`config.mk`:
```
export PLATFORM = sky130hd
export DESIGN_NAME = stall_guard
export DESIGN_NICKNAME = d
export VERILOG_FILES = /design/src/rtl/stall_guard_pkg.sv /design/src/rtl/sg_tick_gen.sv /design/src/rtl/sg_clk_watch.sv /design/src/rtl/sg_stall_latch.sv /design/src/rtl/stall_guard.sv
export SDC_FILE = /design/constraint.sdc
export NUM_CORES = 1
export LEC_CHECK = 0
export ABC_AREA = 1
export BUFFER_PORTS_ARGS = -buffer_cell sky130_fd_sc_hd__buf_2
export CORE_AREA = 2 2 122 124
export CTS_CLUSTER_SIZE = 40
export DETAILED_ROUTE_END_ITERATION = 16
export DIE_AREA = 0 0 124 126
export RECOVER_POWER = 50
export SLEW_MARGIN = 20
export SYNTH_ARGS = -nofsm -noshare
export SYNTH_HDL_FRONTEND = slang
export SYNTH_SLANG_ARGS = --single-unit
```
`constraint.sdc`:
```
create_clock -name clk -period 2.5 [get_ports clk]
set_input_delay 0.5 -clock clk [delete_from_list [all_inputs] [get_ports clk]]
set_output_delay 0.5 -clock clk [all_outputs]
set_load 0.01 [all_outputs]
```
`src/rtl/stall_guard_pkg.sv`:
```
package stall_guard_pkg;

  typedef enum logic [1:0] {
    SG_STOP  = 2'd0,
    SG_BRAKE = 2'd1,
    SG_RUN   = 2'd2
  } drv_mode_e;

  // Brake takes precedence over a run request.
  function automatic drv_mode_e sg_decode(input logic run, input logic brk);
    if (brk)      return SG_BRAKE;
    else if (run) return SG_RUN;
    return SG_STOP;
  endfunction

endpackage

```
`src/rtl/sg_tick_gen.sv`:
```
module sg_tick_gen #(
  parameter int unsigned DIV = 50000
) (
  input  logic clk,
  input  logic rst,
  output logic tick
);

  generate
    if (DIV <= 1) begin : g_pass
      assign tick = 1'b1;
    end else begin : g_cnt
      localparam int unsigned CW = $clog2(DIV);
      logic [CW-1:0] cnt;
      logic          tick_q;

      always_ff @(posedge clk) begin
        if (rst) begin
          cnt    <= '0;
          tick_q <= 1'b0;
        end else if (cnt == CW'(DIV - 1)) begin
          cnt    <= '0;
          tick_q <= 1'b1;
        end else begin
          cnt    <= cnt + 1'b1;
          tick_q <= 1'b0;
        end
      end

      assign tick = tick_q;

      // ticks are isolated pulses, so the timer moves at most once per tick period
      a_r1_tick_isolated: assert property (@(posedge clk) disable iff (rst)
        tick_q |=> !tick_q);
    end
  endgenerate

endmodule

```
`src/rtl/sg_clk_watch.sv`:
```
module sg_clk_watch #(
  parameter int unsigned SYNC  = 2,
  parameter int unsigned LIMIT = 4000000
) (
  input  logic clk,
  input  logic rst,
  input  logic clr,
  input  logic run_active,
  input  logic cmd_clk,
  output logic lost
);

  localparam int unsigned CW = $clog2(LIMIT + 1);

  logic [SYNC:0] sh;
  logic          cmd_edge;
  logic [CW-1:0] gap;

  always_ff @(posedge clk) begin
    if (rst) sh <= '0;
    else     sh <= {sh[SYNC-1:0], cmd_clk};
  end

  assign cmd_edge = sh[SYNC] ^ sh[SYNC-1];

  always_ff @(posedge clk) begin
    if (rst || clr || !run_active || cmd_edge) gap <= '0;
    else if (gap != CW'(LIMIT))                gap <= gap + 1'b1;
  end

  always_ff @(posedge clk) begin
    if (rst || clr) lost <= 1'b0;
    else            lost <= run_active && !cmd_edge && (gap == CW'(LIMIT));
  end

  // loss is only ever declared while running
  a_r8_loss_needs_run: assert property (@(posedge clk) disable iff (rst)
    $rose(lost) |-> $past(run_active));

  // any command edge ends a loss on the next cycle
  a_r7_edge_recovers: assert property (@(posedge clk) disable iff (rst)
    cmd_edge |=> !lost);

endmodule

```
`src/rtl/sg_stall_latch.sv`:
```
module sg_stall_latch #(
  parameter int unsigned TW         = 16,
  parameter int unsigned CLR_CYCLES = 50000
) (
  input  logic          clk,
  input  logic          rst,
  input  logic          por,
  input  logic          run_active,
  input  logic          lock_ok,
  input  logic          tick,
  input  logic [TW-1:0] stall_limit,
  output logic          flt
);

  localparam int unsigned CCW = $clog2(CLR_CYCLES + 1);

  logic [TW-1:0]  st_cnt;
  logic [CCW-1:0] clr_cnt;

  always_ff @(posedge clk) begin
    if (rst || por) begin
      st_cnt  <= '0;
      clr_cnt <= '0;
      flt     <= 1'b0;
    end else begin
      // stall timer: only running, unlocked and not yet faulted
      if (!run_active || lock_ok || flt)   st_cnt <= '0;
      else if (tick && st_cnt != '1)       st_cnt <= st_cnt + 1'b1;

      if (!flt && run_active && !lock_ok && st_cnt >= stall_limit)
        flt <= 1'b1;

      // clear window: consecutive cycles out of the running state
      if (!flt || run_active) begin
        clr_cnt <= '0;
      end else if (clr_cnt == CCW'(CLR_CYCLES - 1)) begin
        clr_cnt <= '0;
        flt     <= 1'b0;
      end else begin
        clr_cnt <= clr_cnt + 1'b1;
      end
    end
  end

  // a fault is only raised out of the running, unlocked condition
  a_r2_set_cause: assert property (@(posedge clk) disable iff (rst)
    $rose(flt) |-> $past(run_active && !lock_ok));

  // a fault only falls after a non-running cycle or a power-on reset
  a_r4_clear_cause: assert property (@(posedge clk) disable iff (rst)
    $fell(flt) |-> ($past(por) || !$past(run_active)));

  // regained lock leaves the timer at zero
  a_r3_lock_zero: assert property (@(posedge clk) disable iff (rst || por)
    lock_ok |=> (st_cnt == '0));

  // the clear window counter stays inside its range
  always_ff @(posedge clk) begin
    if (!rst) a_r5_clr_range: assert (clr_cnt < CCW'(CLR_CYCLES));
  end

endmodule

```
`src/rtl/stall_guard.sv`:
```
module stall_guard
  import stall_guard_pkg::*;
#(
  parameter int unsigned TW              = 16,
  parameter int unsigned PRE_DIV         = 50000,
  parameter int unsigned CLR_CYCLES      = 50000,
  parameter int unsigned SLOW_CMD_CYCLES = 1000000,
  parameter int unsigned LOSS_CYCLES     = 4 * SLOW_CMD_CYCLES,
  parameter int unsigned SYNC_STAGES     = 2
) (
  input  logic          clk,
  input  logic          rst,
  input  logic          por_req,
  input  logic          run_req,
  input  logic          brake_req,
  input  logic          lock_ok,
  input  logic          cmd_clk,
  input  logic [TW-1:0] stall_limit,
  output logic          drive_off,
  output logic          stall_flt
);

  drv_mode_e mode;
  logic      run_active;
  logic      tick;
  logic      clk_lost;

  assign mode       = sg_decode(run_req, brake_req);
  assign run_active = (mode == SG_RUN);

  sg_tick_gen #(.DIV(PRE_DIV)) u_tick (
    .clk  (clk),
    .rst  (rst),
    .tick (tick)
  );

  sg_clk_watch #(.SYNC(SYNC_STAGES), .LIMIT(LOSS_CYCLES)) u_watch (
    .clk        (clk),
    .rst        (rst),
    .clr        (por_req),
    .run_active (run_active),
    .cmd_clk    (cmd_clk),
    .lost       (clk_lost)
  );

  sg_stall_latch #(.TW(TW), .CLR_CYCLES(CLR_CYCLES)) u_stall (
    .clk         (clk),
    .rst         (rst),
    .por         (por_req),
    .run_active  (run_active),
    .lock_ok     (lock_ok),
    .tick        (tick),
    .stall_limit (stall_limit),
    .flt         (stall_flt)
  );

  always_ff @(posedge clk) begin
    if (rst) drive_off <= 1'b1;
    else     drive_off <= por_req | stall_flt | clk_lost;
  end

  // power-on reset request always disables the drive
  a_r9_por_off: assert property (@(posedge clk) disable iff (rst)
    por_req |=> drive_off);

  // a latched fault is reflected on the drive disable
  a_r10_flt_off: assert property (@(posedge clk) disable iff (rst)
    stall_flt |=> drive_off);

  // a declared clock loss disables the drive
  a_r6_loss_off: assert property (@(posedge clk) disable iff (rst)
    clk_lost |=> drive_off);

endmodule

```
# After elaboration in Yosys (flattened, before gate mapping)
# Index checks and enable logic that the tools add are counted.
# classes
add_sub_neg	4
magnitude_cmp	1
n_eq_ne	6
muxes	9
n_bitwise	3
n_reduce_logical	19
# ops
operator	n
$add 16x1->16 const B	3
$eq 16x16->1 const B	2
$add 22x1->22 const B	1
$eq 22x22->1 const B	1
$ne 22x22->1 const B	1
$ge 16x16->1	1
$ne 16x16->1 const B	1
$logic_and 1x1->1	6
$logic_or 1x1->1	6
$mux 1	6
$mux 2	3
$logic_not 1->1	4
$reduce_or 2->1	2
$reduce_or 3->1	1
$eq 2x2->1 const B	1
$or 1x1->1	2
$xor 1x1->1	1
# totals
register_bits	77
word_cells	51

# Longest topological paths before layout
# Gate-level depths: netlist of the first run.
# depth
depth_word	10
ltp_mapped	15
mapped_depth_nobuf	15

# Hierarchy
# Synthesis of the first run repeated with hierarchy kept, for this count alone.
# hier_totals
cells_unflattened	694
hier_area_um2	4555.6
# by_module_without_submodules
mod	instances	cells_each	area_each_um2	seq_area_each_um2
sg_stall_latch	1	326	2162.1	660.6
sg_clk_watch	1	228	1426.4	520.5
sg_tick_gen	1	134	928.4	340.3
stall_guard	1	6	38.8	20.0

# Worst setup path after synthesis of the first run
# Ideal clock, no wire load.
# synth_path
path_type	input -> register
startpoint	input port stall_limit[7]
endpoint	register u_stall.flt
setup_time_ps	114
t_arrival_ps	1388
setup_slack_ps	999
stages	14
path_cell_list	inv_1 -> ha_1 -> nand2_1 -> inv_1 -> nand2_1 -> nand2_1 -> nor2_1 -> nand2_1 -> nand2_1 -> nand2_1 -> nand2_1 -> nand2_1 -> nand2_1 -> nand2_1
# synth_between
elab_chain_cells	5
# synth_lines
element	line_no	source
start, declared	stall_guard.sv:18	input logic [TW-1:0] stall_limit,
$ge 16x16->1 *	sg_stall_latch.sv:30	if (!flt && run_active && !lock_ok && st_cnt >= stall_limit)
$logic_and 1x1->1 *	sg_stall_latch.sv:30	
$mux 1 *	sg_stall_latch.sv:30	
$mux 1	sg_stall_latch.sv:36	end else if (clr_cnt == CCW'(CLR_CYCLES - 1)) begin
$mux 1 *	sg_stall_latch.sv:34	if (!flt || run_active) begin
end signal, assigned	sg_stall_latch.sv:24	flt <= 1'b0;
end signal, assigned	sg_stall_latch.sv:31	flt <= 1'b1;
end signal, assigned	sg_stall_latch.sv:38	flt <= 1'b0;
end, declared	sg_stall_latch.sv:12	output logic flt
# Mark *: on every way between the ends. The rest lies on a longest branch, timed or not.
# A chain may end at the register's enable or synchronous reset.

# Final worst setup path of the first run
# layout_path
startpoint	input port rst
endpoint	register u_watch.gap[3]
# layout_between
elab_chain_cells	3
# layout_lines
element	line_no	source
start, declared	stall_guard.sv:12	input logic rst,
$logic_or 1x1->1 (3 in series)	sg_clk_watch.sv:27	if (rst || clr || !run_active || cmd_edge) gap <= '0;
end signal, assigned	sg_clk_watch.sv:28	else if (gap != CW'(LIMIT)) gap <= gap + 1'b1;
end, declared	sg_clk_watch.sv:17	logic [CW-1:0] gap;
# Every way passes these cells.

==> results of run 1 <==
-- state kept, by name (all words and copies together), names as in the netlist --
signal	cells
u_tick.g_cnt.cnt	16
u_watch.gap	22
u_stall.flt	1
u_watch.lost	1
u_watch.sh	3
u_tick.tick	1
u_stall.clr_cnt	16
u_stall.st_cnt	16
drive_off	1
-- power groups by stage --
stage | Clock, uW | Sequential, uW | Combinational [uW]
floorplan | 0 | 1270 | 46.3
global placement | 0 | 1270 | 73.8
detailed placement | 0 | 1270 | 74.6
CTS | 1450 | 1240 | 74.9
global route | 1510 | 1240 | 82.9
finish | 1410 | 1240 | 69.3
-- synth_stat cells (4+ instances only) --
| cell | count |
|---|---|
| nor3_1 | 25 |
| nor2_2 | 9 |
| nor2_1 | 74 |
| nor3_2 | 4 |
| ha_1 | 21 |
| nand4_1 | 18 |
| nand2_1 | 125 |
| inv_2 | 5 |
| inv_1 | 106 |
| buf_4 | 4 |
| o21ai_0 | 19 |
| nand3_1 | 37 |
| xor2_1 | 11 |
| a21oi_1 | 43 |
| dfxtp_1 | 77 |
| nor4_1 | 5 |
-- worst reg2reg max path, stage by stage (launching register included) --
cell and delay (ns):
dfxtp_1 0.35, ha_1 0.21, nand3_2 0.11, nor2_1 0.34, nand4_2 0.14, nor2_1 0.17, nand2_1 0.10, nand2_1 0.06
inv_1 0.03, nor3_1 0.15
-- per-layer routing --
layer / vias to the layer above / routed length (um) / part of all wire (%)
met4: 0 / 42 / 0.50
met5: - / 0 / 0
met3: 2 / 329 / 3.9
li1: 2035 / - / -
met2: 41 / 3840 / 45
met1: 1607 / 4260 / 50
-- area by class of cell --
type                       instances  area (um2)  area share [%]
multi-input combinational        421        2160            45.0
sequential                        77        1540            32.1
inverter                         111         417            8.67
clock buffer                      11         243            5.05
tap                              184         230            4.79
timing repair buffer              26         131            2.73
clock inverter                     5        82.6            1.72
-- cell usage in the layout, fill, tap and decap left out, drive strengths merged --
| cell type | n |
|---|---|
| a211oi | 2 |
| a21oi | 43 |
| a31oi | 2 |
| and3 | 1 |
| buf | 23 |
| bufinv | 2 |
| clkbuf | 14 |
| clkinv | 2 |
| dfxtp | 77 |
| ha | 21 |
| inv | 112 |
| nand2 | 128 |
| nand3 | 39 |
| nand3b | 2 |
| nand4 | 19 |
| nor2 | 86 |
| nor3 | 30 |
| nor3b | 1 |
| nor4 | 5 |
| o21a | 1 |
| o21ai | 22 |
| o21bai | 2 |
| or2 | 3 |
| xnor2 | 3 |
| xor2 | 11 |
-- logic make-up (layout without fill, tap and decap cells) --
logic type      Yosys count  count (layout)
simple gates            314             314
buf+inv                 116             153
flops                    77              77
compound gates           72              72
fa+ha+maj                21              21
xor+xnor                 14              14
-- worst max-delay path by stage --
stage / end / cells past startpoint / start / slack (ns)
after floorplan: u_stall.flt / 14 / stall_limit[7] / 1.0
after global placement: u_stall.st_cnt[13] / 8 / rst / 0.75
after detailed placement: u_stall.st_cnt[11] / 8 / rst / 0.69
after CTS: u_watch.gap[20] / 8 / u_watch.gap[0] / 0.73
after global routing: u_watch.gap[3] / 10 / rst / 0.38
final: u_watch.gap[3] / 10 / rst / 0.72
-- per-stage QoR --
step / total power, uW / utilization (%) / instances
finish: 2720 / 33.6 / 835
detailed placement: 1340 / 31.7 / 819
floorplan: 1310 / - / 614
CTS: 2770 / 34.0 / 835
global route: 2830 / 33.6 / 835
global placement: 1340 / 31.7 / 819
==> results.toml, run 1 <==
[sta]
whs_ns = 0.401
fmax_mhz = 562
setup_viol = 0
worstMarginPinSlew_ns = 0.518
hold_viol_final = 0
fin_crit_sh_pct = 71.2
relSlewSlack_pct = 65.4
setup_tns_ns = 0
report.final.slew_viol_count = 0
rsz0062_at_grt = "no"
clock_skew_ns = 0.00488
fin_crit_ns = 1.78
fin_ws_ns = 0.721

[grt]
grt_max_degree = 18
grtUsageMet2_pct = 18.4
grt-ovfl-total = 0
grt_use_total_pct = 11.2
grt_pass1_vias = 3299
antenna_found_initial = 0
met1_usage_pct = 14.7
grtUsageMet3_pct = 3.22
grt_pass1_wl_um = 14300
busiest_layer = "met2"

[worst_setup_path]
cp_slowest_cell = "nor3_1"
rr_endpoint = "u_tick.g_cnt.cnt[12]"
cp.arrival_ns = 2.05
crit_top_cell = "inv_2"
r2r_start = "u_tick.g_cnt.cnt[0]"
path_buf_inv = 5
setup.worst_path.class = "in2reg"
critPathLaunchType = "primary input"
r2r_slack_ns = 0.74
slowest_delay_ns = 0.38
path_delay_family = "simple AND/OR/NAND/NOR gates"
critPathCaptureType = "register"
crit_fanout = 12
ff2ff_path_depth = 9
crit_required_ns = 2.77
path_cells = "clkbuf_1 -> nor2_1 -> inv_2 -> nor2_1 -> inv_2 -> nor3_1 -> inv_2 -> a21oi_1 -> o21ai_0 -> inv_1"

[clocking]
cts_tree = "done"
cts_buffers = 9
clkLatencyLatePin_ns = 0.33
cts-root-buf = "clkbuf_16"
cts-resized-gates = 0
post-cts-setup-buffers = 0
clk_pin_slew_ns = 0.06
clock_sinks = 77
cts_max_level = 3
cts.path.max_buffers = 2
hold_buffers = 0

[synthesis]
syn_area_mm2 = 0.00422
synthMuxAreaShare_pct = 0
synth.net_count = 658
synthCells = 614
ys_seq_area_share_pct = 36.6
synth_fa_ha_area_share_pct = 6.23
synthXorXnorAreaFrac_pct = 2.91
synth_seq_cells = 77
synth_compound_area_share_pct = 9.14
ys_async_sr_fraction_pct = 0
synth_top_area_share_pct = 36.6
synthSimpleGateAreaFrac_pct = 34.3
yosysWarnings = 0
synthTopCellsByArea = "dfxtp_1 37%, nand2_1 11%, inv_1 9.4%"
avgSynthCellArea_um2 = 6.87
yosys.area.top_type = "dfxtp_1"
ys_types = 33
synth_edf_count = 0
ys.flop_type = "dfxtp_1"
synth_top_family_by_area = "simple AND/OR/NAND/NOR gates"

[detailed_routing]
drt_iter0_markers = 314
detail-route-antenna-nets = 0
routed_wl_um = 8470
first_pass_iters = 6
wire_per_inst_um = 10.1
via_per_inst = 4.41
drc = 0
vias = 3685

[pwr]
p_per_area_mw_per_mm2 = 566
irDropWorstVdd_mv = 0.330
switching_share_pct = 20.2
power_frac_seq_pct = 45.5
p_int_uw = 2170
p_switching_uw = 550
clkPwrFrac_pct = 51.9
cellLeakagePower_uw = 0.00186
combPwrFrac_pct = 2.5

[floorplan]
fp-row-count = 44
initial_core_util_pct = 29.5
dieArea_mm2 = 0.0156
die_h_um = 126
core_mm2 = 0.0143
die_w_um = 124
io_pins = 25

[cells_and_area]
design_area_mm2 = 0.00481
nets = 690
fillerInstances = 1544
area_delta_synth_final_pct = 14.0
drive_gt1_share_pct = 9.22
antenna_cells = 0

[min_path]
min_to = "u_watch.sh[1]"
hold_path.class = "reg2reg"
hold_depth = 2
min-delay-start = "u_watch.sh[0]"

[status]
status = "finished clean"

[placed_design]
placedInstanceArea_mm2 = 0.00454
dp_hpwl_um = 6420
post-place-ws_ns = 0.692
place_congestion = 0.809
port_buffers = 24

[run]
maxCapViolCount = 0
No activity file was read; power rests on OpenSTA's default activity.
==> run 2: changes to the inputs <==
ABC_AREA = 0   (was 1)
CORE_AREA = 2 2 117 119   (was 2 2 122 124)
DIE_AREA = 0 0 119 121   (was 0 0 124 126)
clock period = 1.8 ns   (was 2.5 ns; I/O delays follow)
==> results.toml, run 2 <==
[clocking]
cts-resized-gates = 0
clk_pin_slew_ns = 0.06
cts_tree = "done"
post-cts-setup-buffers = 0
clkLatencyLatePin_ns = 0.34
cts.path.max_buffers = 2
cts-root-buf = "clkbuf_16"
hold_buffers = 0
cts_max_level = 3
cts_buffers = 9
clock_sinks = 77

[placed_design]
place_congestion = 0.826
dp_hpwl_um = 6060
post-place-ws_ns = 0.0234
placed_cells = 665
port_buffers = 24

[worst_setup_path]
crit_fanout = 3
setup.worst_path.class = "reg2reg"
crit_start = "u_watch.gap[0]"
critPathCaptureType = "register"
rr_endpoint = "u_watch.gap[1]"
critPathLaunchType = "register"
crit_required_ns = 2.02
r2r_slack_ns = 0.05
r2r_start = "u_watch.gap[0]"
ff2ff_path_depth = 7
cp.arrival_ns = 1.97

[cells_and_area]
layout.cells.non_filler = 681
final_common_cell = "nor2_1"
layout_common_cells = "77 x nor2_1, 76 x dfxtp_1, 30 x inv_1, 28 x xnor2_1"
largest_reg_flops = 22
nets = 544
area_delta_synth_final_pct = 19.4
drive_gt1_share_pct = 14.5
register_area_mm2 = 0.00154
fillerInstances = 1366
antenna_cells = 0
regMostFlops = "u_watch.gap"
multi_input_comb_area_mm2 = 0.00217

[pwr]
irDropWorstVdd_mv = 0.357
p_per_area_mw_per_mm2 = 788
cellLeakagePower_uw = 0.00166

[floorplan]
dieArea_mm2 = 0.0144
initial_core_util_pct = 29.6
die_h_um = 121
fp-row-count = 42
die_w_um = 119
core_mm2 = 0.0131
io_pins = 25

[sta]
setup_tns_ns = 0
setup_viol = 0
whs_ns = 0.233
relSlewSlack_pct = 75.3
fin_ws_ns = 0.0465
hold_viol_final = 0
rsz0062_at_grt = "yes"
report.final.slew_viol_count = 0
clock_skew_ns = 0.00752
fmax_mhz = 570
worstMarginPinSlew_ns = 0.365
fin_crit_sh_pct = 97.4
fin_crit_ns = 1.75

[synthesis]
synth_edf_count = 0
yosysWarnings = 0
synthTopCellsByArea = "dfxtp_1 40%, nor2_1 7.5%, ha_1 6.8%"
ys_types = 47
yosys.area.top_type = "dfxtp_1"
synth_seq_cells = 77
ys_seq_area_share_pct = 39.9
synth_common_cells = "77 x dfxtp_1, 77 x nor2_1, 30 x inv_1, 28 x xnor2_1"
ys.flop_type = "dfxtp_1"
ys_async_sr_fraction_pct = 0
synth.net_count = 499
synthCells = 455
avgSynthCellArea_um2 = 8.50
synth_top_area_share_pct = 39.9
syn_area_mm2 = 0.00387

[grt]
grt_max_degree = 17
antenna_found_initial = 0
grt-ovfl-total = 0
grt_use_total_pct = 12.2
grt_pass1_vias = 3162
grt_pass1_wl_um = 14300

[detailed_routing]
vias = 3226
drt_iter0_markers = 116
via_per_inst = 4.74
detail-route-antenna-nets = 0
first_pass_iters = 4
drc = 0
wire_per_inst_um = 12.1
routed_wl_um = 8210

[min_path]
min-delay-start = "cmd_clk"
hold_depth = 2
min_to = "u_watch.sh[0]"
hold_path.class = "in2reg"

[status]
status = "finished clean"

[run]
maxCapViolCount = 0
[run 2: critical path, cell delays in order, from the launching register on]
cell	delay, ns
dfxtp_1	0.31
inv_1	0.08
ha_1	0.15
nor4bb_1	0.28
nand4_1	0.18
or4_4	0.48
nand2_1	0.09
a21oi_1	0.06
[run 2: worst max path at each step]
| stage | end | depth (start not counted) |
|---|---|---|
| 6_report | u_watch.gap[1] | 7 |
| 5_1_grt | u_stall.st_cnt[14] | 6 |
| 4_1_cts | u_stall.flt | 7 |
| 3_5_place_dp | u_stall.st_cnt[15] | 6 |
| 3_3_place_gp | u_stall.flt | 7 |
| 2_1_floorplan | u_watch.gap[2] | 7 |
[run 2: area by class of cell]
class                      count  share of cell area [%]
clock buffer                   9                    4.88
tap                          176                    4.77
timing repair buffer          47                    5.93
multi-input combinational    335                    47.0
sequential                    77                    33.4
inverter                      30                    2.44
clock inverter                 7                    1.60
[run 2: metrics by stage]
stage               power [uW]  instance area [um2]  utilization [%]
floorplan                 1810                 3870                -
global placement          1860                 4320             33.0
detailed placement        1860                 4320             33.0
CTS                       3670                 4620             35.3
global route              3780                 4620             35.3
finish                    3640                 4620             35.3
[run 2: where the power goes]
group | leakage (uW) | internal, uW | switching (uW)
logic | 0.000904 | 47.3 | 54.5
registers | 0.000622 | 1710 | 6.82
clock network | 0.000134 | 1070 | 740
[run 2: cell families after synthesis]
group,synth area share [%]
buffers and inverters,4.50
AOI/OAI and AO/OA,6.63
DFF,39.9
muxes,0.841
xor gates and xnor gates,11.3
adders and majority gates,6.79
and+or+nand+nor,30.1
[run 2: per-layer routing]
metal | vias up | track usage (%) | part of all wire [%]
met5 | - | 0 | 0
met3 | 11 | 2.26 | 3.7
met2 | 45 | 20.1 | 47
li1 | 1654 | - | -
met4 | 0 | 6.03 | 2.0
met1 | 1516 | 15.4 | 47
